<file path="src/rtl/dcg_pkg.sv">
package dcg_pkg;

  typedef enum logic [2:0] {
    CMD_NOP  = 3'd0,
    CMD_ACT  = 3'd1,
    CMD_RD   = 3'd2,
    CMD_WR   = 3'd3,
    CMD_PRE  = 3'd4,
    CMD_PALL = 3'd5,
    CMD_REF  = 3'd6,
    CMD_MRS  = 3'd7
  } dram_cmd_e;

  // RAS, CAS, WE levels for a command
  function automatic logic [2:0] rcw_code(dram_cmd_e c);
    case (c)
      CMD_ACT:           return 3'b011;
      CMD_RD:            return 3'b101;
      CMD_WR:            return 3'b100;
      CMD_PRE, CMD_PALL: return 3'b010;
      CMD_REF:           return 3'b001;
      CMD_MRS:           return 3'b000;
      default:           return 3'b111;
    endcase
  endfunction

  // commands that require every bank of the rank to be closed
  function automatic logic needs_closed(dram_cmd_e c);
    return (c == CMD_REF) || (c == CMD_MRS);
  endfunction

endpackage

</file>
<file path="src/rtl/dcg_bank_track.sv">
module dcg_bank_track
  import dcg_pkg::*;
#(
  parameter int RANKS = 4,
  parameter int BANKS = 4
) (
  input  logic                      clk,
  input  logic                      rst_n,
  input  logic                      cmd_fire,
  input  dram_cmd_e                 cmd,
  input  logic [$clog2(RANKS)-1:0]  rank,
  input  logic [$clog2(BANKS)-1:0]  bank,
  output logic                      rank_open
);

  logic [RANKS-1:0][BANKS-1:0] open_q;

  always_ff @(posedge clk or negedge rst_n) begin
    if (!rst_n) begin
      open_q <= '0;
    end else if (cmd_fire) begin
      case (cmd)
        CMD_ACT:  open_q[rank][bank] <= 1'b1;
        CMD_PRE:  open_q[rank][bank] <= 1'b0;
        CMD_PALL: open_q[rank]       <= '0;
        default:  ;
      endcase
    end
  end

  assign rank_open = |open_q[rank];

  // precharge-all leaves the rank fully closed
  p_pall_clears_r12: assert property (@(posedge clk) disable iff (!rst_n)
    cmd_fire && (cmd == CMD_PALL) |=> (open_q[$past(rank)] == '0));

  // activate marks the bank open
  p_act_opens_r12: assert property (@(posedge clk) disable iff (!rst_n)
    cmd_fire && (cmd == CMD_ACT) |=> open_q[$past(rank)][$past(bank)]);

endmodule

</file>
<file path="src/rtl/dcg_issue_ctl.sv">
module dcg_issue_ctl
  import dcg_pkg::*;
(
  input  logic      clk,
  input  logic      rst_n,
  input  logic      req_valid,
  input  dram_cmd_e req_cmd,
  input  logic      cfg_b2b_dis,
  input  logic      cfg_force_pre,
  input  logic      rank_open,
  input  logic      cmd_slot,
  output logic      req_ready,
  output logic      cmd_fire,
  output dram_cmd_e issue_cmd
);

  logic pre_done_q;
  logic gap_hold;
  logic want_pall;
  logic issue_fire;

  assign gap_hold   = cfg_b2b_dis && cmd_slot;
  assign want_pall  = req_valid && needs_closed(req_cmd) && !pre_done_q
                      && (rank_open || cfg_force_pre);
  assign issue_cmd  = want_pall ? CMD_PALL : req_cmd;
  assign issue_fire = req_valid && !gap_hold;
  assign cmd_fire   = issue_fire && (issue_cmd != CMD_NOP);
  assign req_ready  = !gap_hold && !want_pall;

  always_ff @(posedge clk or negedge rst_n) begin
    if (!rst_n) begin
      pre_done_q <= 1'b0;
    end else if (req_valid && req_ready) begin
      pre_done_q <= 1'b0;
    end else if (issue_fire && want_pall) begin
      pre_done_q <= 1'b1;
    end
  end

  // with the gap enabled, no command follows a command directly
  p_b2b_gap_r1: assert property (@(posedge clk) disable iff (!rst_n)
    cfg_b2b_dis && cmd_fire |=> !cmd_fire);

  // refresh/load-mode only reach the pins with the rank closed
  p_closed_before_ref_r4: assert property (@(posedge clk) disable iff (!rst_n)
    cmd_fire && needs_closed(issue_cmd) |-> !rank_open);

  // an inserted precharge-all never consumes the request
  p_hold_on_insert_r10: assert property (@(posedge clk) disable iff (!rst_n)
    cmd_fire && (issue_cmd == CMD_PALL) && needs_closed(req_cmd) |-> !req_ready);

endmodule

</file>
<file path="src/rtl/dcg_pin_drive.sv">
module dcg_pin_drive
  import dcg_pkg::*;
#(
  parameter int RANKS  = 4,
  parameter int BANKS  = 4,
  parameter int ADDR_W = 13,
  parameter int BE_W   = 4,
  parameter int AP_BIT = 10
) (
  input  logic                      clk,
  input  logic                      rst_n,
  input  logic                      cmd_fire,
  input  dram_cmd_e                 cmd,
  input  logic [$clog2(RANKS)-1:0]  rank,
  input  logic [$clog2(BANKS)-1:0]  bank,
  input  logic [ADDR_W-1:0]         addr,
  input  logic [BE_W-1:0]           be,
  input  logic                      be_vld,
  input  logic [ADDR_W-1:0]         dbg_data,
  input  logic                      cfg_dbg_en,
  input  logic                      cfg_rbe_en,
  input  logic                      cfg_tri_dis,
  input  logic [1:0]                cfg_cke_mask,
  input  logic [1:0]                cfg_ctl_mask,
  input  logic                      cfg_addr_mask,
  input  logic                      lowpower,
  input  logic [1:0]                cke_in,
  output logic                      cmd_slot,
  output logic [ADDR_W-1:0]         ma,
  output logic [$clog2(BANKS)-1:0]  ba,
  output logic                      ma_oe,
  output logic [RANKS-1:0]          cs_n,
  output logic [1:0]                ras_n,
  output logic [1:0]                cas_n,
  output logic [1:0]                we_n,
  output logic [1:0]                ctl_oe,
  output logic [1:0]                cke,
  output logic [1:0]                cke_oe
);

  localparam int NUM_DIMM = 2;
  localparam int RPD      = RANKS / NUM_DIMM;

  function automatic logic [ADDR_W-1:0] addr_for(dram_cmd_e c, logic [ADDR_W-1:0] a);
    logic [ADDR_W-1:0] r;
    r = a;
    if (c == CMD_PALL) r[AP_BIT] = 1'b1;
    if (c == CMD_PRE)  r[AP_BIT] = 1'b0;
    return r;
  endfunction

  function automatic logic [ADDR_W-1:0] dbg_word(logic [ADDR_W-1:0] d,
                                                 logic [BE_W-1:0] b, logic use_b);
    return use_b ? {d[ADDR_W-1:BE_W], b} : d;
  endfunction

  logic                     cmd_slot_q, dbg_slot_q, dbg_go, tri_now;
  logic [BE_W-1:0]          last_be_q;
  logic                     last_use_q;
  logic [RANKS-1:0]         cs_next;
  logic [NUM_DIMM-1:0]      ras_next, cas_next, we_next;

  assign dbg_go = !cmd_fire && cfg_dbg_en && cmd_slot_q;

  always_comb begin
    logic [2:0] code;
    code = rcw_code(cmd);
    for (int r = 0; r < RANKS; r++) cs_next[r] = (int'(rank) != r);
    for (int d = 0; d < NUM_DIMM; d++) begin
      ras_next[d] = (int'(rank) / RPD == d) ? code[2] : 1'b1;
      cas_next[d] = (int'(rank) / RPD == d) ? code[1] : 1'b1;
      we_next[d]  = (int'(rank) / RPD == d) ? code[0] : 1'b1;
    end
  end

  always_ff @(posedge clk or negedge rst_n) begin
    if (!rst_n) begin
      cs_n       <= '1;
      ras_n      <= '1;
      cas_n      <= '1;
      we_n       <= '1;
      ma         <= '0;
      ba         <= '0;
      cmd_slot_q <= 1'b0;
      dbg_slot_q <= 1'b0;
      last_be_q  <= '0;
      last_use_q <= 1'b0;
    end else begin
      cmd_slot_q <= cmd_fire;
      dbg_slot_q <= dbg_go;
      if (cmd_fire) begin
        cs_n       <= cs_next;
        ras_n      <= ras_next;
        cas_n      <= cas_next;
        we_n       <= we_next;
        ma         <= addr_for(cmd, addr);
        ba         <= bank;
        last_be_q  <= be;
        last_use_q <= (cmd == CMD_RD) && be_vld;
      end else begin
        cs_n  <= '1;
        ras_n <= '1;
        cas_n <= '1;
        we_n  <= '1;
        ba    <= '0;
        ma    <= dbg_go ? dbg_word(dbg_data, last_be_q, cfg_rbe_en && last_use_q) : '0;
      end
    end
  end

  assign cmd_slot = cmd_slot_q;
  assign tri_now  = !cfg_tri_dis && (lowpower || !(cmd_slot_q || dbg_slot_q));
  assign ma_oe    = !cfg_addr_mask && !tri_now;
  assign cke      = cke_in;

  for (genvar d = 0; d < NUM_DIMM; d++) begin : g_ctl_oe
    assign ctl_oe[d] = !cfg_ctl_mask[d] && !tri_now;
  end
  for (genvar k = 0; k < 2; k++) begin : g_cke_oe
    assign cke_oe[k] = !cfg_cke_mask[k];
  end

  // at most one chip select low
  p_cs_onehot_r11: assert property (@(posedge clk) disable iff (!rst_n)
    $onehot0(~cs_n));

  // the debug cycle deselects every rank
  p_dbg_deselect_r2: assert property (@(posedge clk) disable iff (!rst_n)
    dbg_slot_q |-> (&cs_n) && (&ras_n) && (&cas_n) && (&we_n));

  // idle pins released when tristating is allowed
  p_idle_release_r9: assert property (@(posedge clk) disable iff (!rst_n)
    !cfg_tri_dis && (&cs_n) && !dbg_slot_q |-> !ma_oe && (ctl_oe == 2'b00));

endmodule

</file>
<file path="src/rtl/dram_cmd_gate.sv">
module dram_cmd_gate
  import dcg_pkg::*;
#(
  parameter  int RANKS  = 4,
  parameter  int BANKS  = 4,
  parameter  int ADDR_W = 13,
  parameter  int BE_W   = 4,
  localparam int RK_W   = $clog2(RANKS),
  localparam int BA_W   = $clog2(BANKS)
) (
  input  logic              clk,
  input  logic              rst_n,
  input  logic              req_valid,
  output logic              req_ready,
  input  logic [2:0]        req_cmd,
  input  logic [RK_W-1:0]   req_rank,
  input  logic [BA_W-1:0]   req_bank,
  input  logic [ADDR_W-1:0] req_addr,
  input  logic [BE_W-1:0]   req_be,
  input  logic              req_be_vld,
  input  logic [ADDR_W-1:0] dbg_data,
  input  logic              cfg_b2b_dis,
  input  logic              cfg_dbg_en,
  input  logic              cfg_rbe_en,
  input  logic              cfg_force_pre,
  input  logic              cfg_tri_dis,
  input  logic [1:0]        cfg_cke_mask,
  input  logic [1:0]        cfg_ctl_mask,
  input  logic              cfg_addr_mask,
  input  logic              lowpower,
  input  logic [1:0]        cke_in,
  output logic [ADDR_W-1:0] dram_ma,
  output logic [BA_W-1:0]   dram_ba,
  output logic              dram_ma_oe,
  output logic [RANKS-1:0]  dram_cs_n,
  output logic [1:0]        dram_ras_n,
  output logic [1:0]        dram_cas_n,
  output logic [1:0]        dram_we_n,
  output logic [1:0]        dram_ctl_oe,
  output logic [1:0]        dram_cke,
  output logic [1:0]        dram_cke_oe
);

  dram_cmd_e req_cmd_e;
  dram_cmd_e issue_cmd;
  logic      cmd_fire;
  logic      rank_open;
  logic      cmd_slot;

  assign req_cmd_e = dram_cmd_e'(req_cmd);

  dcg_bank_track #(.RANKS(RANKS), .BANKS(BANKS)) i_track (
    .clk       (clk),
    .rst_n     (rst_n),
    .cmd_fire  (cmd_fire),
    .cmd       (issue_cmd),
    .rank      (req_rank),
    .bank      (req_bank),
    .rank_open (rank_open)
  );

  dcg_issue_ctl i_issue (
    .clk           (clk),
    .rst_n         (rst_n),
    .req_valid     (req_valid),
    .req_cmd       (req_cmd_e),
    .cfg_b2b_dis   (cfg_b2b_dis),
    .cfg_force_pre (cfg_force_pre),
    .rank_open     (rank_open),
    .cmd_slot      (cmd_slot),
    .req_ready     (req_ready),
    .cmd_fire      (cmd_fire),
    .issue_cmd     (issue_cmd)
  );

  dcg_pin_drive #(.RANKS(RANKS), .BANKS(BANKS), .ADDR_W(ADDR_W), .BE_W(BE_W)) i_pins (
    .clk           (clk),
    .rst_n         (rst_n),
    .cmd_fire      (cmd_fire),
    .cmd           (issue_cmd),
    .rank          (req_rank),
    .bank          (req_bank),
    .addr          (req_addr),
    .be            (req_be),
    .be_vld        (req_be_vld),
    .dbg_data      (dbg_data),
    .cfg_dbg_en    (cfg_dbg_en),
    .cfg_rbe_en    (cfg_rbe_en),
    .cfg_tri_dis   (cfg_tri_dis),
    .cfg_cke_mask  (cfg_cke_mask),
    .cfg_ctl_mask  (cfg_ctl_mask),
    .cfg_addr_mask (cfg_addr_mask),
    .lowpower      (lowpower),
    .cke_in        (cke_in),
    .cmd_slot      (cmd_slot),
    .ma            (dram_ma),
    .ba            (dram_ba),
    .ma_oe         (dram_ma_oe),
    .cs_n          (dram_cs_n),
    .ras_n         (dram_ras_n),
    .cas_n         (dram_cas_n),
    .we_n          (dram_we_n),
    .ctl_oe        (dram_ctl_oe),
    .cke           (dram_cke),
    .cke_oe        (dram_cke_oe)
  );

endmodule

</file>
<file path="config.mk">
export PLATFORM = sky130hd
export DESIGN_NAME = dram_cmd_gate
export DESIGN_NICKNAME = d
export VERILOG_FILES = /design/src/rtl/dcg_pkg.sv /design/src/rtl/dcg_bank_track.sv /design/src/rtl/dcg_issue_ctl.sv /design/src/rtl/dcg_pin_drive.sv /design/src/rtl/dram_cmd_gate.sv
export SDC_FILE = /design/constraint.sdc
export NUM_CORES = 1
export LEC_CHECK = 0
export CORE_ASPECT_RATIO = 0.7
export CORE_MARGIN = 2
export CORE_UTILIZATION = 53
export CTS_CLUSTER_SIZE = 10
export DETAILED_ROUTE_END_ITERATION = 10
export DONT_BUFFER_PORTS = 1
export MAX_ROUTING_LAYER = met4
export PLACE_DENSITY = 0.8
export SETUP_SLACK_MARGIN = 0.05
export SLEW_MARGIN = 10
export SYNTH_ARGS = -nofsm -noshare
export SYNTH_HDL_FRONTEND = slang
export SYNTH_SLANG_ARGS = --single-unit
export TNS_END_PERCENT = 30
</file>
<file path="constraint.sdc">
create_clock -name clk -period 1.8 [get_ports clk]
set_clock_uncertainty 0.05 [all_clocks]
set_input_delay 0.27 -clock clk [delete_from_list [all_inputs] [get_ports clk]]
set_output_delay 0.27 -clock clk [all_outputs]
set_load 0.05 [all_outputs]
</file>
==> flow_summary.json <==
{
  "comb_power_share_pct": 16.2,
  "crit_type": "reg2out",
  "placementRows": 20,
  "drtIter0Drc": 226,
  "place_hpwl_mm": 4.343,
  "setup_viol": 23,
  "synth_nets": 296,
  "r2r_setup_slack_ns": -0.29,
  "cts_buffers": 5,
  "worstPathRequired_ns": 1.48,
  "hold_path.class": "in2reg",
  "grt_start_max_net_pins": 50,
  "critical_path.slowest_cell": "or4_4",
  "synth_area_leaders": "dfrtp_1 (41%), dfstp_2 (11%), o21ai_0 (4.2%), nand2_1 (4.1%), o211ai_1 (4.1%)",
  "min_from": "req_cmd[2]",
  "finalPower_mw": 2.390,
  "clock_latency_ns": 0.30,
  "viasPerCell": 6.274,
  "drv_slew": 0,
  "p_seq_share_pct": 55.8,
  "grt_pass1_wl_mm": 9.687,
  "use_met2_pct": 37.53,
  "failed_checks": "setup timing",
  "use_met1_pct": 36.31,
  "ys_ff_latch": 49,
  "die_w_um": 84.34,
  "max-cap-violations": 0,
  "drive_above_1_share_pct": 29.20,
  "hold_ws_ns": 0.008084,
  "clk_pin_slew_ns": 0.08,
  "endpoint_kind": "output port",
  "p_per_area_mw_per_mm2": 801.5,
  "max_slew.worst_pin.slew_ns": 0.7935,
  "avgSynthCellArea_um2": 9.896,
  "gp_congestion": 0.9080,
  "synthMostInstantiatedCell": "dfrtp_1",
  "core_mm2": 0.004354,
  "ctsHtreeMaxLevel": 2,
  "critical_path_arrival_ns": 2.02,
  "synthDistinctLibCells": 44,
  "io_buffer_count": 0,
  "hold_viol": 0,
  "intPower_mw": 1.648,
  "grt_pass1_vias": 1921,
  "die_area_mm2": 0.005081,
  "async_flop_share_pct": 100.0,
  "cts_sinks": 49,
  "rsz0062_at_grt": "true",
  "nNetsFinal": 327,
  "cp-start-kind": "register",
  "p_clk_share_pct": 28.0,
  "die_h_um": 60.24,
  "synthTopCellsByCount": "dfrtp_1 (39), nand2_1 (26), o21ai_0 (20)",
  "clockBufferDepth": 2,
  "hold_depth": 1,
  "cts_root_buffer": "clkbuf_8",
  "rr_endpoint": "i_track.open_q[12]$_DFFE_PN0P_",
  "finalWirelength_mm": 6.291,
  "ioPinCount": 87,
  "synth_edf_count": 0,
  "ant_nets": 0,
  "start_util_pct": 55.00,
  "synthToLayoutAreaGrowth_pct": 24.50,
  "wl_per_cell_um": 19.12,
  "diodes": 0,
  "reg2regPathDepth": 6,
  "r2r-start": "i_track.open_q[1]$_DFFE_PN0P_",
  "peakVddDrop_mv": 0.5910,
  "synth_ff_type": "dfrtp_1",
  "gr-max-usage-layer": "met2",
  "ys_seq_area_share_pct": 51.72,
  "synth_top_area_share_pct": 40.75,
  "status": "complete, but fails checks",
  "fill_cells": 313,
  "via_count": 2064,
  "use_met3_pct": 6.768,
  "antenna_found_initial": 0,
  "synth.cell_area_mm2": 0.002395,
  "period_share_pct": 129.8,
  "layout_setup_ws_ns": -0.5358,
  "yosysWarnings": 0,
  "overflow": 0,
  "drtPass1Iterations": 4,
  "critical-path-max-stage-delay_ns": 0.57,
  "startpoint": "i_track.open_q[1]$_DFFE_PN0P_",
  "netSwitchingPower_uw": 741.8,
  "switching_share_pct": 31.04,
  "netlist_instances": 242,
  "crit_chain": "or4_4 > a221oi_4 > a21boi_2 > a21oi_4 > buf_12",
  "synth_top_area_cell": "dfrtp_1",
  "holdPathEnd": "i_pins.ras_n[1]$_DFF_PN1_",
  "fmax_ghz": 0.4281,
  "p_leak_nw": 1.316,
  "cts_tree": "built",
  "gr-usage-all-layers_pct": 26.08,
  "critPathMaxFanout": 2,
  "slew-limit-headroom_pct": 46.75,
  "drc_errors": 0,
  "period_needed_ns": 2.336
}
==> metal layers <==
| layer | up-vias | wire length [µm] |
|---|---|---|
| met2 | 123 | 2801 |
| met3 | 20 | 582 |
| li1 | 934 | - |
| met5 | - | 0 |
| met4 | 0 | 118 |
| met1 | 987 | 2789 |
==> worst max-delay path by stage <==
stage / end / slack [ns] / cells after the start
floorplan: req_ready / -0.28 / 4
global placement: i_track.open_q[11]$_DFFE_PN0P_ / -0.18 / 5
detailed placement: i_track.open_q[11]$_DFFE_PN0P_ / -0.23 / 5
CTS: req_ready / -0.48 / 5
global route: req_ready / -0.57 / 5
finish: req_ready / -0.54 / 5
==> what timing repair did <==
item / in CTS / in global routing
hold endpoints to repair: 51 / 0
pin swaps: 9 / 12
gates resized for setup: 14 / 15
hold buffers: 4 / 0
setup endpoints to repair: 26 / 26
setup buffers: 3 / 2
==> cell usage in the layout (no fill, tap or decap), drive strengths merged, types with 2 or more instances in the layout <==
master and n:
a32oi 4, dfrtp 39, nor3 2, buf 35, nand3 8, a22o 9
mux2 4, dlygate4sd3 3, and3 2, nand4 4, mux2i 4, nand2 26
clkinv 2, a221oi 4, inv 19, and4b 2, or2 2, o211ai 13
nor2b 7, o21ai 20, a21bo 2, nand2b 4, clkbuf 6, a21oi 5
and2 3, nor2 16, or4 4, a21boi 2, o221ai 4, dfstp 10
==> metrics by stage <==
stage	cells	setup WS, ns	area [µm²]	util [%]	setup TNS, ns
after CTS	327	-0.4816	2887	66.29	-3.470
after detailed placement	313	-0.2298	2651	60.89	-3.514
after floorplan	242	-0.2784	2410	-	-0.3848
final	329	-0.5358	2982	68.48	-5.523
after global placement	313	-0.1812	2651	60.89	-2.475
after global routing	329	-0.5687	2982	68.48	-6.236
==> power by group through the flow <==
stage                     sequential [mW]  combinational, mW  clock [mW]
after detailed placement             1.35              0.292           0
after floorplan                      1.35              0.229           0
after CTS                            1.33              0.348       0.671
after global routing                 1.34              0.414       0.726
final                                1.33              0.387       0.670
after global placement               1.35              0.285           0
==> critical path, delay by kind of cell (launching register included) <==
kind,cells,cell delay [ns]
AO/OA/AOI/OAI,3,0.60
buffers and inverters,1,0.15
flip-flops,1,0.40
AND/OR/NAND/NOR,1,0.57
==> state kept, by name, indices dropped and copies added (netlist names), 2 cells and up <==
name	cells
i_pins.we_n	2
i_pins.cas_n	2
i_pins.ras_n	2
i_pins.cs_n	4
i_pins.ma	13
i_pins.ba	2
i_pins.last_be_q	4
i_track.open_q	16
==> kinds of logic (layout without fill, tap and decap cells) <==
group	Yosys count	count (layout)	share of synthesized area (%)
simple gates	84	84	18.13
compound gates	68	68	20.90
flops	49	49	51.72
buf+inv	33	65	5.694
mux	8	8	3.553
==> cell type report <==
cell class	count	area, µm²	share of cell area (%)
tap	55	68.82	2.308
inverter	19	71.32	2.392
clock inverter	2	13.76	0.4616
sequential	49	1239	41.54
multi-input combinational	160	1155	38.73
clock buffer	6	82.58	2.770
timing repair buffer	38	351.6	11.79
(Power assumes the default switching activity.)
